[src/rtl/pstate_pkg.sv]
package pstate_pkg;

    typedef enum logic [2:0] {
        PS_RESET  = 3'd0,
        PS_RUN    = 3'd1,
        PS_EXCEPT = 3'd2,
        PS_IDLE   = 3'd3,
        PS_SLEEP  = 3'd4,
        PS_DEBUG  = 3'd5
    } pstate_e;

    typedef struct packed {
        logic core;
        logic intc;
        logic periph;
    } clk_en_t;

    typedef struct packed {
        logic dbg;
        logic irq;
        logic stop;
        logic wait_i;
        logic wake;
        logic release_i;
    } ps_req_t;

    function automatic clk_en_t enables_for(pstate_e s);
        clk_en_t e;
        case (s)
            PS_RUN, PS_EXCEPT:           e = '{core: 1'b1, intc: 1'b1, periph: 1'b1};
            PS_IDLE, PS_RESET, PS_DEBUG: e = '{core: 1'b0, intc: 1'b1, periph: 1'b1};
            default:                     e = '{core: 1'b0, intc: 1'b0, periph: 1'b0};
        endcase
        return e;
    endfunction

endpackage

[src/rtl/pstate_rst_sync.sv]
module pstate_rst_sync #(
    parameter int STAGES = 2
) (
    input  logic clk,
    input  logic rst,
    input  logic pin_in,
    output logic pin_sync
);
    logic [STAGES-1:0] chain;

    always_ff @(posedge clk) begin
        if (rst) chain <= '1;
        else     chain <= {chain[STAGES-2:0], pin_in};
    end

    assign pin_sync = chain[STAGES-1];
endmodule

[src/rtl/pstate_fsm.sv]
module pstate_fsm
    import pstate_pkg::*;
(
    input  logic    clk,
    input  logic    rst,
    input  logic    reset_src,
    input  ps_req_t req,
    output pstate_e state,
    output logic    fetch_start,
    output logic    irq_take
);
    pstate_e nxt;

    always_comb begin
        nxt      = state;
        irq_take = 1'b0;
        if (reset_src) begin
            nxt = PS_RESET;
        end else begin
            case (state)
                PS_RESET:  nxt = PS_RUN;
                PS_RUN: begin
                    if (req.dbg)              nxt = PS_DEBUG;
                    else if (req.irq) begin
                        nxt      = PS_EXCEPT;
                        irq_take = 1'b1;
                    end
                    else if (req.stop)        nxt = PS_SLEEP;
                    else if (req.wait_i)      nxt = PS_IDLE;
                end
                PS_EXCEPT: nxt = PS_RUN;
                PS_IDLE: begin
                    if (req.dbg)              nxt = PS_DEBUG;
                    else if (req.irq) begin
                        nxt      = PS_EXCEPT;
                        irq_take = 1'b1;
                    end
                end
                PS_SLEEP:  if (req.wake)      nxt = PS_RUN;
                PS_DEBUG:  if (req.release_i) nxt = PS_RUN;
                default:   nxt = PS_RESET;
            endcase
        end
    end

    always_ff @(posedge clk) begin
        if (rst) begin
            state       <= PS_RESET;
            fetch_start <= 1'b0;
        end else begin
            state       <= nxt;
            fetch_start <= (state == PS_RESET) && (nxt == PS_RUN);
        end
    end
endmodule

[src/rtl/pstate_vec_gen.sv]
module pstate_vec_gen #(
    parameter int              VEC_W     = 6,
    parameter int              ADDR_W    = 16,
    parameter int              VEC_SHIFT = 1,
    parameter logic [ADDR_W-1:0] VEC_BASE = '0
) (
    input  logic              clk,
    input  logic              rst,
    input  logic              irq_take,
    input  logic [VEC_W-1:0]  irq_vec,
    input  logic              in_except,
    output logic              vec_valid,
    output logic [ADDR_W-1:0] vec_addr
);
    logic [VEC_W-1:0]  held_vec;
    logic [ADDR_W-1:0] wide_vec;

    always_ff @(posedge clk) begin
        if (rst)           held_vec <= '0;
        else if (irq_take) held_vec <= irq_vec;
    end

    assign wide_vec  = ADDR_W'(held_vec);
    assign vec_valid = in_except;
    assign vec_addr  = in_except ? (VEC_BASE + (wide_vec << VEC_SHIFT)) : '0;
endmodule

[src/rtl/pstate_cfg_init.sv]
module pstate_cfg_init #(
    parameter int MOD_W      = 16,
    parameter int IPR_W      = 16,
    parameter int BCR_FIELDS = 4,
    parameter int WS_W       = 3
) (
    input  logic                       in_reset,
    output logic                       cfg_load,
    output logic [MOD_W-1:0]           mod_init,
    output logic [IPR_W-1:0]           ipr_init,
    output logic [BCR_FIELDS*WS_W-1:0] bcr_init
);
    localparam logic [WS_W-1:0] WS_MAX = '1;

    assign cfg_load = in_reset;
    assign mod_init = '1;
    assign ipr_init = '0;

    for (genvar f = 0; f < BCR_FIELDS; f++) begin : g_ws
        assign bcr_init[f*WS_W +: WS_W] = WS_MAX;
    end
endmodule

[src/rtl/pstate_ctrl.sv]
module pstate_ctrl
    import pstate_pkg::*;
#(
    parameter int              VEC_W      = 6,
    parameter int              ADDR_W     = 16,
    parameter int              VEC_SHIFT  = 1,
    parameter logic [ADDR_W-1:0] VEC_BASE = '0,
    parameter int              MOD_W      = 16,
    parameter int              IPR_W      = 16,
    parameter int              BCR_FIELDS = 4,
    parameter int              WS_W       = 3,
    parameter int              SYNC_STAGES = 2
) (
    input  logic                       clk,
    input  logic                       rst,
    input  logic                       reset_pin,
    input  logic                       wdog_zero,
    input  logic                       irq_req,
    input  logic [VEC_W-1:0]           irq_vec,
    input  logic                       wait_strobe,
    input  logic                       stop_strobe,
    input  logic                       wake_req,
    input  logic                       dbg_req,
    input  logic                       dbg_release,
    output logic [2:0]                 state_o,
    output logic                       core_clk_en,
    output logic                       intc_clk_en,
    output logic                       periph_clk_en,
    output logic                       periph_rst,
    output logic                       fetch_start,
    output logic                       vec_valid,
    output logic [ADDR_W-1:0]          vec_addr,
    output logic                       cfg_load,
    output logic [MOD_W-1:0]           mod_init,
    output logic [IPR_W-1:0]           ipr_init,
    output logic [BCR_FIELDS*WS_W-1:0] bcr_init
);
    logic    pin_sync;
    logic    reset_src;
    logic    irq_take;
    pstate_e state;
    ps_req_t req;
    clk_en_t en;

    pstate_rst_sync #(.STAGES(SYNC_STAGES)) u_sync (
        .clk(clk), .rst(rst), .pin_in(reset_pin), .pin_sync(pin_sync)
    );

    assign reset_src = pin_sync | wdog_zero;
    assign req = '{dbg: dbg_req, irq: irq_req, stop: stop_strobe,
                   wait_i: wait_strobe, wake: wake_req, release_i: dbg_release};

    pstate_fsm u_fsm (
        .clk(clk), .rst(rst), .reset_src(reset_src), .req(req),
        .state(state), .fetch_start(fetch_start), .irq_take(irq_take)
    );

    pstate_vec_gen #(
        .VEC_W(VEC_W), .ADDR_W(ADDR_W), .VEC_SHIFT(VEC_SHIFT), .VEC_BASE(VEC_BASE)
    ) u_vec (
        .clk(clk), .rst(rst), .irq_take(irq_take), .irq_vec(irq_vec),
        .in_except(state == PS_EXCEPT), .vec_valid(vec_valid), .vec_addr(vec_addr)
    );

    pstate_cfg_init #(
        .MOD_W(MOD_W), .IPR_W(IPR_W), .BCR_FIELDS(BCR_FIELDS), .WS_W(WS_W)
    ) u_cfg (
        .in_reset(state == PS_RESET), .cfg_load(cfg_load),
        .mod_init(mod_init), .ipr_init(ipr_init), .bcr_init(bcr_init)
    );

    assign en            = enables_for(state);
    assign state_o       = state;
    assign core_clk_en   = en.core;
    assign intc_clk_en   = en.intc;
    assign periph_clk_en = en.periph;
    assign periph_rst    = (state == PS_RESET);
endmodule

[config.mk]
export PLATFORM = sky130hd
export DESIGN_NAME = pstate_ctrl
export DESIGN_NICKNAME = d
export VERILOG_FILES = /design/src/rtl/pstate_pkg.sv /design/src/rtl/pstate_rst_sync.sv /design/src/rtl/pstate_fsm.sv /design/src/rtl/pstate_vec_gen.sv /design/src/rtl/pstate_cfg_init.sv /design/src/rtl/pstate_ctrl.sv
export SDC_FILE = /design/constraint.sdc
export NUM_CORES = 1
export LEC_CHECK = 0
export BUFFER_PORTS_ARGS = -buffer_cell sky130_fd_sc_hd__buf_2
export CAP_MARGIN = 25
export CORE_MARGIN = 3
export CORE_UTILIZATION = 39
export DETAILED_ROUTE_END_ITERATION = 10
export PLACE_DENSITY = 0.85
export SLEW_MARGIN = 20
export SYNTH_ARGS = -nofsm -noshare
export SYNTH_HDL_FRONTEND = slang
export SYNTH_SLANG_ARGS = --single-unit
export TNS_END_PERCENT = 20
[constraint.sdc]
create_clock -name clk -period 1.25 [get_ports clk]
set_input_delay 0.25 -clock clk [delete_from_list [all_inputs] [get_ports clk]]
set_output_delay 0.25 -clock clk [all_outputs]
set_load 0.02 [all_outputs]
Word-level counts from Yosys, hierarchy flattened
Cells that the tools add are included.
Operators by class
  eq/ne operators: 6
  mux-type cells: 16
  bitwise operators: 1
  reduce and logical (&&, ||, !) cells: 6
Operators by type and width (count)
  2-to-1 mux 3 bit: 9
  one-hot mux 3 bit (5 select lines): 1
  2-to-1 mux 7 bit: 1
  == test 3 x 1 -> 1 bit, second input constant: 2
  == test 3 x 2 -> 1 bit, second input constant: 2
  == test 3 bit, second input constant: 2
  one-hot mux 3 bit (2 select lines): 1
  OR reduction 2 bit: 3
  2-to-1 mux 1 bit: 4
  logical NOT 3 bit: 1
  OR reduction 3 bit: 1
  logical AND 1 bit: 1
  OR 1 bit: 1
Storage, ports and cells
  register bits: 12
  word-level logic and storage cells: 33

Logic depth before layout (Yosys ltp)
Gate-level depths: netlist of run 1.
  depth after elaboration: 8
  depth in mapped cells: 4
  gate-level depth less buffers: 3

Cells and area by module
Synthesis of run 1 repeated with hierarchy kept, for this count alone.
Second synthesis, totals
  cell total of the unflattened synthesis: 119
  area, all modules: 989.7 µm²
Modules (own cells, without submodules)
  pstate_cfg_init: instances 1, cells an instance 47, area an instance 345.3 µm², sequential area each 0.0 µm²
  pstate_vec_gen: instances 1, cells an instance 37, area an instance 337.8 µm², sequential area each 120.1 µm²
  pstate_fsm: instances 1, cells an instance 23, area an instance 206.4 µm², sequential area each 80.1 µm²
  pstate_rst_sync: instances 1, cells an instance 4, area an instance 52.6 µm², sequential area each 40.0 µm²
  pstate_ctrl: instances 1, cells an instance 8, area an instance 47.5 µm², sequential area each 0.0 µm²

Worst setup path before layout of run 1
No wires, ideal clock.
  kind: register to output
  start: register u_fsm.state[2]
  end: output port periph_rst
  arrival time: 1.399 ns
  slack: -0.399 ns
  stages on the path, launching flop included: 4
  buffers on the path: 2
  cells stage by stage: dfxtp_1 > buf_4 > nor3_1 > buf_4
On the way
  cells in the longest elaborated chain, start to end: 1
RTL lines
  from (decl): RTL line pstate_fsm.sv:8  | output pstate_e state,
  from (signal assigned): RTL line pstate_fsm.sv:51  | state <= nxt;
  logical NOT 3 bit
  to (decl): RTL line pstate_ctrl.sv:29  | output logic periph_rst,
Every way passes these cells.

Worst setup path after layout of run 1
  start: register u_fsm.state[0]
  end: output port vec_addr[6]
On the way
  cells in the longest elaborated chain, start to end: 2
RTL lines
  == test 3 x 2 -> 1 bit: RTL line pstate_ctrl.sv:62  | .in_except(state == PS_EXCEPT), .vec_valid(vec_valid), .vec_addr(vec_addr)
  2-to-1 mux 7 bit: RTL line pstate_vec_gen.sv:25  | assign vec_addr = in_except ? (VEC_BASE + (wide_vec << VEC_SHIFT)) : '0;
  to (decl): RTL line pstate_ctrl.sv:32  | output logic [ADDR_W-1:0] vec_addr,
Every way passes these cells.

==> results of run 1 <==
==> sequential cells by signal, indices dropped and copies added (netlist names) <==
| register | cells |
|---|---|
| u_fsm.state | 3 |
| u_sync.chain | 2 |
| u_fsm.fetch_start | 1 |
| u_vec.held_vec | 6 |
==> power groups by stage <==
stage	registers [mW]	clock network, mW	logic [mW]
after floorplan	0.399	0	0.300
after global placement	0.397	0	0.208
after CTS	0.386	0.243	0.211
after global routing	0.387	0.266	0.230
final	0.387	0.229	0.215
after detailed placement	0.398	0	0.209
==> routing by layer <==
metal | part of all wire | global-route usage | up-vias
met3 | 0.10 | 0.0401 | 4
met2 | 0.53 | 0.158 | 41
met4 | 0.013 | 0.0596 | 0
met5 | 0 | 0 | -
li1 | - | - | 358
met1 | 0.36 | 0.110 | 326
==> cell families (layout without fill, tap and decap cells) <==
kind of cell / count (synthesis) / in the layout
and+or+nand+nor: 36 / 36
DFF: 12 / 12
other: 2 / 54
AOI/OAI and AO/OA: 7 / 7
muxes: 6 / 6
buffers and inverters: 60 / 43
==> stage by stage <==
stage / worst slack [ps] / cell area (um^2) / utilization / hold slack (ps) / setup TNS [ps]
2_1_floorplan: -143 / 1290 / - / 347 / -904
5_1_grt: -353 / 1230 / 0.484 / 154 / -3740
6_report: -240 / 1230 / 0.484 / 161 / -2280
3_3_place_gp: -5.11 / 1110 / 0.437 / 392 / -9.22
4_1_cts: -280 / 1210 / 0.475 / 150 / -2930
3_5_place_dp: -23.8 / 1110 / 0.437 / 399 / -100
==> layout by cell type (no fill, tap or decap), types with 2 or more instances in the layout <==
| cell type | Yosys | routed |
|---|---|---|
| buf_2 | 0 | 18 |
| or2_2 | 2 | 2 |
| nand2_1 | 2 | 2 |
| dfxtp_2 | 0 | 2 |
| buf_12 | 0 | 2 |
| mux2i_1 | 6 | 6 |
| dfxtp_1 | 12 | 9 |
| and2_4 | 0 | 6 |
| a21oi_1 | 2 | 2 |
| buf_6 | 1 | 11 |
| buf_4 | 57 | 8 |
| conb_1 | 2 | 54 |
| clkbuf_4 | 0 | 3 |
| nor3_1 | 3 | 2 |
| nand2b_1 | 15 | 14 |
==> area by class of cell <==
| cell class | count | area, um^2 | area share |
|---|---|---|---|
| clock buffer | 3 | 22.5 | 0.0183 |
| inverter | 1 | 3.75 | 0.00305 |
| multi-input combinational | 103 | 608 | 0.493 |
| sequential | 12 | 246 | 0.200 |
| tap | 30 | 37.5 | 0.0305 |
| timing repair buffer | 39 | 314 | 0.255 |
==> critical path, stage by stage, from the launching register on <==
cell and delay [ps]:
dfxtp_2 340, nor3b_4 310, and2_4 210, buf_6 110
==> what timing repair did <==
item,in CTS,in global routing
endpoints found under the setup margin,13,22
resized for setup,19,7
buffers inserted,2,0
pin swaps,6,7
==> path summary, 6_finish.rpt <==
check | endpoint | slack (ps)
max | vec_addr[6] | -240
min | u_sync.chain[0] | 160
min reg2reg | u_sync.chain[1] | 410
max reg2reg | u_fsm.state[2] | -20
==> impl_metrics.env, run 1 <==
export IMPL_clk_pin_slew_ps=70
export IMPL_detailedRoute_firstPassIterationCount=2
export IMPL_io_pin_count=86
export IMPL_ys_warn_count=0
export IMPL_first_global_vias=571
export IMPL_min_delay_path_depth=2
export IMPL_clock_skew_final_ps=5.75
export IMPL_rr_startpoint="u_fsm.state[2]"
export IMPL_cts_buffers_inserted=3
export IMPL_avgViaCountPerCell=3.88
export IMPL_run_status="finished with violations"
export IMPL_maxCapViolations=0
export IMPL_initial_core_util=0.419
export IMPL_power_net_switching_mw=0.295
export IMPL_mean_syn_cell_area_um2=8.67
export IMPL_post_dp_hpwl_mm=1.48
export IMPL_antenna_found_initial=0
export IMPL_drcViolationCount=0
export IMPL_violation_count_after_the_first_detailed_routing_iteration=7
export IMPL_worstHoldPathType="in -> reg"
export IMPL_setup_violations=14
export IMPL_portBuffers=31
export IMPL_synth_largest_type_area_fraction=0.401
export IMPL_critPathArrivalTime_ps=1240
export IMPL_cp_startpoint="u_fsm.state[0]"
export IMPL_clock_fmax_mhz=671
export IMPL_netlist_area_mm2=0.00107
export IMPL_power_share_combinational=0.259
export IMPL_areaGrowthSynthToFinish_pct=15.6
export IMPL_asyncSetResetFlopFracSynth=0
export IMPL_clock_path_buffers=2
export IMPL_synth_simple_gate_area_frac=0.243
export IMPL_tritoncts="yes"
export IMPL_die_y_um=58.3
export IMPL_post_layout_worst_setup_margin_ps=-240
export IMPL_synth_compound_area_share=0.0493
export IMPL_globalRoute_totalOverflow=0
export IMPL_p_int_mw=0.536
export IMPL_min_from="reset_pin"
export IMPL_die_w_um=58.3
export IMPL_design_power_total_mw=0.831
export IMPL_clock_sinks=12
export IMPL_most_numerous_cell_in_the_yosys_netlist="buf_4"
export IMPL_core_area_mm2=0.00254
export IMPL_synth_enable_flop_cells=0
export IMPL_layout_nets=176
export IMPL_gr_usage_all_layers=0.0993
export IMPL_critical_path_type="reg -> out"
export IMPL_detail_route_wl_per_cell_um=9.49
export IMPL_seq_power_share=0.465
export IMPL_synth_top_cells_by_count="buf_4 (57), nand2b_1 (15), dfxtp_1 (12), and2_1 (7), mux2i_1 (6)"
export IMPL_peak_fanout_along_the_critical_path=7
export IMPL_finalWeightedCongestion=0.802
export IMPL_worstSetupStartpointType="register"
export IMPL_rsz0062_at_grt="yes"
export IMPL_htreeDepth=1
export IMPL_synth_area_top_cells="buf_4 (40%), dfxtp_1 (23%), nand2b_1 (8.8%)"
export IMPL_vias=729
export IMPL_yosysUniqueCellTypes=25
export IMPL_synth_seq_cells=12
export IMPL_wire_length_of_the_first_global_routing_pass_mm=2.49
export IMPL_fill_cells=257
export IMPL_max_slew_violation_total_from_the_final_report=0
export IMPL_worstSkewPairLatency_ps=270
export IMPL_placed_cells=183
export IMPL_finalWirelength_mm=1.78
export IMPL_worstRegToRegCells=5
export IMPL_synthCells=123
export IMPL_clockPowerShare=0.276
export IMPL_cts_hold_buffers_added=0
export IMPL_power_leakage_nw=0.601
export IMPL_clock_root_buffer="clkbuf_4"
export IMPL_synth_top_family_by_area="buffers and inverters"
export IMPL_final_hold_viol_count=0
export IMPL_final_layout_size_suffix_gt1_frac=0.373
export IMPL_antenna_cells=0
export IMPL_timing_critical_path_required_ps=1000
export IMPL_synth_seq_area_share=0.225
export IMPL_grt_max_degree=15
export IMPL_synth_area_mux_share=0.0563
export IMPL_yosys_area_share_xor_xnor=0
export IMPL_die_area_mm2=0.00340
export IMPL_fin_cells=188
export IMPL_yosys_area_share_adder=0
export IMPL_dominantRegCellSynth="dfxtp_1"
export IMPL_finalCritPeriodShare=1.19
export IMPL_violated_checks="negative setup slack"
export IMPL_period_minus_slack_ps=1490
export IMPL_cp_end_kind="primary output"
export IMPL_rows=18
export IMPL_power_switching_share=0.355
export IMPL_ir_drop_worst_case_vdd_v=0.000500
export IMPL_power_density_mw_per_mm2=674
export IMPL_ant_nets=0
export IMPL_synth_top_cell_by_area="buf_4"
No activity file was read; power rests on OpenSTA's default activity.
==> run 2: changes to the inputs <==
--- a/config.mk
+++ b/config.mk
@@ -10,7 +10,7 @@
 export CORE_MARGIN = 3
 export CORE_UTILIZATION = 39
 export DETAILED_ROUTE_END_ITERATION = 10
-export PLACE_DENSITY = 0.85
+export PLACE_DENSITY_LB_ADDON = 0.1
 export SLEW_MARGIN = 20
 export SYNTH_ARGS = -nofsm -noshare
 export SYNTH_HDL_FRONTEND = slang
==> impl_metrics.env, run 2 (synthesis results as in run 1) <==
export IMPL_run_status="finished with violations"
export IMPL_violated_checks="negative setup slack"
export IMPL_critical_path_type="reg -> out"
export IMPL_clock_path_buffers=2
export IMPL_first_global_vias=591
export IMPL_ant_nets=0
export IMPL_largest_reg_flops=6
export IMPL_layout_common_cells="conb_1 (54), buf_2 (19), nand2b_1 (14)"
export IMPL_peak_fanout_along_the_critical_path=7
export IMPL_cp_end_kind="primary output"
export IMPL_power_density_mw_per_mm2=754
export IMPL_power_leakage_nw=0.597
export IMPL_power_switching_share=0.344
export IMPL_fill_cells=259
export IMPL_cts_buffers_inserted=3
export IMPL_post_route_cell_area_mm2=0.00122
export IMPL_gr_usage_all_layers=0.0991
export IMPL_seq_power_share=0.424
export IMPL_layout_nets=174
export IMPL_placed_cell_area_mm2=0.00110
export IMPL_clock_fmax_mhz=670
export IMPL_timing_critical_path_required_ps=1000
export IMPL_initial_core_util=0.419
export IMPL_placed_cells=183
export IMPL_power_share_combinational=0.233
export IMPL_layout_commonest_cell="conb_1"
export IMPL_grt_max_degree=16
export IMPL_placement_setup_worst_slack_ps=-8.39
export IMPL_antenna_cells=0
export IMPL_post_layout_worst_setup_margin_ps=-243
export IMPL_die_w_um=58.3
export IMPL_tritoncts="yes"
export IMPL_finalWeightedCongestion=0.715
export IMPL_worstHoldPathType="in -> reg"
export IMPL_rows=18
export IMPL_clock_skew_final_ps=1.88
export IMPL_timing_hold_ws_ps=163
export IMPL_power_net_switching_mw=0.315
export IMPL_violation_count_after_the_first_detailed_routing_iteration=12
export IMPL_p_int_mw=0.602
export IMPL_r2r_slack_ps=-10
export IMPL_worstSetupStartpointType="register"
export IMPL_areaGrowthSynthToFinish_pct=14.1
export IMPL_avgViaCountPerCell=3.77
export IMPL_final_hold_viol_count=0
export IMPL_max_slew_violation_total_from_the_final_report=0
export IMPL_worstSkewPairLatency_ps=270
export IMPL_cts_hold_buffers_added=0
export IMPL_ir_drop_worst_case_vdd_v=0.000523
export IMPL_clock_sinks=12
export IMPL_clk_pin_slew_ps=80
export IMPL_detailedRoute_firstPassIterationCount=4
export IMPL_layout_top_registers="u_vec.held_vec (6), u_fsm.state (3), u_sync.chain (2)"
export IMPL_setup_violations=14
export IMPL_largest_register="u_vec.held_vec"
export IMPL_antenna_found_initial=0
export IMPL_cts_repair_timing_setup_buffer_count=0
export IMPL_core_area_mm2=0.00254
export IMPL_period_minus_slack_ps=1490
export IMPL_drcViolationCount=0
export IMPL_globalRoute_totalOverflow=0
export IMPL_final_layout_size_suffix_gt1_frac=0.382
export IMPL_htreeDepth=1
export IMPL_die_area_mm2=0.00340
export IMPL_vias=705
export IMPL_io_pin_count=86
export IMPL_post_dp_hpwl_mm=1.45
export IMPL_maxCapViolations=0
export IMPL_clock_root_buffer="clkbuf_4"
export IMPL_critPathArrivalTime_ps=1240
export IMPL_fin_cells=187
export IMPL_rsz0062_at_grt="yes"
export IMPL_die_y_um=58.3
export IMPL_detail_route_wl_per_cell_um=9.54
export IMPL_finalWirelength_mm=1.78
export IMPL_finalCritPeriodShare=1.19
export IMPL_clockPowerShare=0.344
export IMPL_portBuffers=31
export IMPL_wire_length_of_the_first_global_routing_pass_mm=2.61
-- run 2: area by class of cell --
type / instances / area (um^2) / area share
well taps: 30 / 37.5 / 0.0309
flip-flops and latches: 12 / 244 / 0.201
inverters: 1 / 3.75 / 0.00309
clock buffers: 4 / 36.3 / 0.0298
multi-input cells: 103 / 622 / 0.511
repair buffers: 37 / 273 / 0.224
-- run 2: critical path: stages, from the launching register on --
cell	delay [ps]
dfxtp_2	340
nor3b_4	310
and2_4	210
buf_6	110
-- run 2: through the flow --
stage | utilization | power, mW | TNS [ps]
after global routing | 0.478 | 0.968 | -3660
after CTS | 0.472 | 0.923 | -2760
final | 0.478 | 0.917 | -2310
after floorplan | - | 0.699 | -904
after detailed placement | 0.432 | 0.603 | -15.2
after global placement | 0.432 | 0.603 | 0
-- run 2: power by group through the flow --
stage | Sequential, mW | Clock, mW | Combinational (mW)
finish | 0.388 | 0.315 | 0.213
floorplan | 0.399 | 0 | 0.300
detailed placement | 0.397 | 0 | 0.206
global placement | 0.397 | 0 | 0.205
CTS | 0.388 | 0.326 | 0.209
global route | 0.389 | 0.349 | 0.230
-- run 2: worst paths after layout --
check                                     start           endpoint  cells past startpoint
worst min register to register  u_sync.chain[0]    u_sync.chain[1]                      1
worst min-delay path                  reset_pin    u_sync.chain[0]                      2
worst max-delay path             u_fsm.state[0]        vec_addr[3]                      3
worst max register to register   u_fsm.state[2]  u_vec.held_vec[2]                      5
-- run 2: what timing repair did --
action	CTS	global route
pin swaps	7	4
gates cloned	0	0
gates resized for setup	20	4
endpoints found under the setup margin	18	20
-- run 2: per-layer routing --
layer / global-route usage / wire [um]
met2: 0.152 / 845
met1: 0.125 / 690
met4: 0.0397 / 0
met3: 0.0379 / 249
met5: 0 / 0
==> run 3: changes to the inputs <==
--- a/config.mk
+++ b/config.mk
@@ -5,10 +5,11 @@
 export SDC_FILE = /design/constraint.sdc
 export NUM_CORES = 1
 export LEC_CHECK = 0
+export ABC_AREA = 1
 export BUFFER_PORTS_ARGS = -buffer_cell sky130_fd_sc_hd__buf_2
 export CAP_MARGIN = 25
 export CORE_MARGIN = 3
-export CORE_UTILIZATION = 39
+export CORE_UTILIZATION = 38
 export DETAILED_ROUTE_END_ITERATION = 10
 export PLACE_DENSITY_LB_ADDON = 0.1
 export SLEW_MARGIN = 20
==> impl_metrics.env, run 3 <==
export IMPL_period_minus_slack_ps=1400
export IMPL_setup_total_negative_slack_ps=-1450
export IMPL_finalCritPeriodShare=1.12
export IMPL_largest_register="u_vec.held_vec"
export IMPL_violated_checks="negative setup slack"
export IMPL_library_cell_contributing_the_largest_single_delay_on_the_critical_path="dfxtp_2"
export IMPL_detail_route_wl_per_cell_um=9.10
export IMPL_areaGrowthSynthToFinish_pct=19.2
export IMPL_drcViolationCount=0
export IMPL_final_layout_size_suffix_gt1_frac=0.361
export IMPL_cp_end_kind="primary output"
export IMPL_path_buf_inv=1
export IMPL_power_leakage_nw=0.602
export IMPL_ys_warn_count=0
export IMPL_fill_cells=267
export IMPL_asyncSetResetFlopFracSynth=0
export IMPL_finalWeightedCongestion=0.734
export IMPL_final_core_util=0.484
export IMPL_placed_cells=202
export IMPL_tritoncts="yes"
export IMPL_crit_chain="nor2_4 > nand2_8 > nor2_4 > buf_6"
export IMPL_globalRoute_totalOverflow=0
export IMPL_htreeDepth=1
export IMPL_clock_sinks=12
export IMPL_setup_violations=12
export IMPL_yosysUniqueCellTypes=22
export IMPL_layout_top_registers="u_vec.held_vec (6), u_fsm.state (3), u_sync.chain (2)"
export IMPL_wp_depth=4
export IMPL_rr_startpoint="u_fsm.state[0]"
export IMPL_avgViaCountPerCell=3.78
export IMPL_min_from="reset_pin"
export IMPL_worst_hold_end="u_sync.chain[0]"
export IMPL_maxCapViolations=0
export IMPL_die_y_um=57.7
export IMPL_synth_top_cells_by_count="buf_4 (56), nor2_1 (19), inv_1 (13), dfxtp_1 (12), nand2_1 (11)"
export IMPL_ant_nets=0
export IMPL_run_status="finished with violations"
export IMPL_layout_nets=197
export IMPL_vias=793
export IMPL_clock_root_buffer="clkbuf_4"
export IMPL_antenna_found_initial=0
export IMPL_timing_critical_path_mode_cell="nor2_4"
export IMPL_timing_critical_path_max_delay_family="simple AND/OR/NAND/NOR gates"
export IMPL_placed_cell_area_mm2=0.00107
export IMPL_die_area_mm2=0.00333
export IMPL_timing_critical_path_required_ps=1000
export IMPL_synth_seq_cells=12
export IMPL_detailedRoute_firstPassIterationCount=4
export IMPL_min_delay_path_depth=2
export IMPL_final_hold_viol_count=0
export IMPL_synth_largest_type_area_fraction=0.414
export IMPL_critical_path_type="reg -> out"
export IMPL_first_global_vias=645
export IMPL_ir_drop_worst_case_vdd_v=0.000581
export IMPL_synth_enable_flop_cells=0
export IMPL_clock_skew_final_ps=3.60
export IMPL_layout_common_cells="conb_1 (54), buf_2 (21), nor2_1 (12)"
export IMPL_io_pin_count=86
export IMPL_clk_pin_slew_ps=70
export IMPL_layout_commonest_cell="conb_1"
export IMPL_worstHoldPathType="in -> reg"
export IMPL_initial_core_util=0.406
export IMPL_post_route_cell_area_mm2=0.00121
export IMPL_worstRegToRegCells=6
export IMPL_post_layout_worst_setup_margin_ps=-146
export IMPL_grt_max_degree=13
export IMPL_critPathArrivalTime_ps=1150
export IMPL_post_dp_hpwl_mm=1.53
export IMPL_violation_count_after_the_first_detailed_routing_iteration=17
export IMPL_max_slew_violation_total_from_the_final_report=0
export IMPL_worstSkewPairLatency_ps=270
export IMPL_synth_top_cell_by_area="buf_4"
export IMPL_multi_input_area_um2=582
export IMPL_worstSetupStartpointType="register"
export IMPL_fin_cells=210
export IMPL_gr_usage_all_layers=0.112
export IMPL_most_numerous_cell_in_the_yosys_netlist="buf_4"
export IMPL_power_density_mw_per_mm2=704
export IMPL_timing_hold_ws_ps=161
export IMPL_mean_syn_cell_area_um2=7.05
export IMPL_synth_seq_area_share=0.237
export IMPL_cts_buffers_inserted=3
export IMPL_rsz0062_at_grt="yes"
export IMPL_rows=18
export IMPL_seqCellArea_um2=249
export IMPL_clock_path_buffers=2
export IMPL_synth_area_top_cells="buf_4 (41%), dfxtp_1 (24%), nor2_1 (7.0%)"
export IMPL_core_area_mm2=0.00250
export IMPL_portBuffers=31
export IMPL_r2r_slack_ps=80
export IMPL_clock_fmax_mhz=716
export IMPL_netlist_area_mm2=0.00101
export IMPL_die_w_um=57.7
export IMPL_antenna_cells=0
export IMPL_synthCells=144
export IMPL_crit_path_max_incr_delay_ps=350
export IMPL_rr_endpoint="u_vec.held_vec[5]"
export IMPL_largest_reg_flops=6
export IMPL_dominantRegCellSynth="dfxtp_1"
export IMPL_finalWirelength_mm=1.91
export IMPL_peak_fanout_along_the_critical_path=8
export IMPL_wire_length_of_the_first_global_routing_pass_mm=2.90
## run 3: report_power, final
part | internal, mW | total [mW] | switching, mW | leakage, nW
Combinational | 0.0367 | 0.221 | 0.184 | 0.487
Sequential | 0.382 | 0.384 | 0.00163 | 0.0993
Clock | 0.123 | 0.247 | 0.124 | 0.0150
Total | 0.542 | 0.852 | 0.310 | 0.602
## run 3: cells by family after synthesis
family	after synthesis	synth area share
flops	12	0.237
simple gates	42	0.185
other cells	2	0.00740
compound gates	16	0.0888
buf+inv	72	0.482
## run 3: layout make-up
cell class | instances | share of cell area
flip-flops and latches | 12 | 0.206
multi-input cells | 112 | 0.481
clock buffers | 4 | 0.0217
repair buffers | 38 | 0.217
inverters | 14 | 0.0434
well taps | 30 | 0.0310
## run 3: timing repair
item	in CTS	in global routing
gates resized for setup	19	9
endpoints found under the setup margin	12	21
hold buffers	0	0
buffers inserted	4	0
endpoints found under the hold margin	0	0
pin swaps	3	2
## run 3: through the flow
step | power (mW) | setup WS, ps
after CTS | 0.853 | -161
after global placement | 0.602 | 47.4
final | 0.852 | -146
after floorplan | 0.697 | 7.30
after global routing | 0.899 | -208
after detailed placement | 0.602 | 19.3
## run 3: worst reg2reg max path, delay by kind of cell, from the launching register on
kind                   cells  cell delay, ps
AO/OA/AOI/OAI              2             220
buffers and inverters      2             180
flip-flops                 1             380
AND/OR/NAND/NOR            2             280
## run 3: metal layers
layer	track usage	up-vias	part of all wire
met5	0	-	0
met4	0.0497	0	0.0058
met3	0.0223	2	0.13
met2	0.185	51	0.49
met1	0.139	333	0.37
li1	-	407	-
## run 3: worst max-delay path by stage
stage,startpoint,to
after global routing,u_fsm.state[2],core_clk_en
final,u_fsm.state[2],vec_addr[6]
after floorplan,u_fsm.state[2],periph_clk_en
after detailed placement,u_fsm.state[0],u_vec.held_vec[3]
after global placement,u_fsm.state[2],u_vec.held_vec[3]
after CTS,u_fsm.state[0],vec_addr[3]
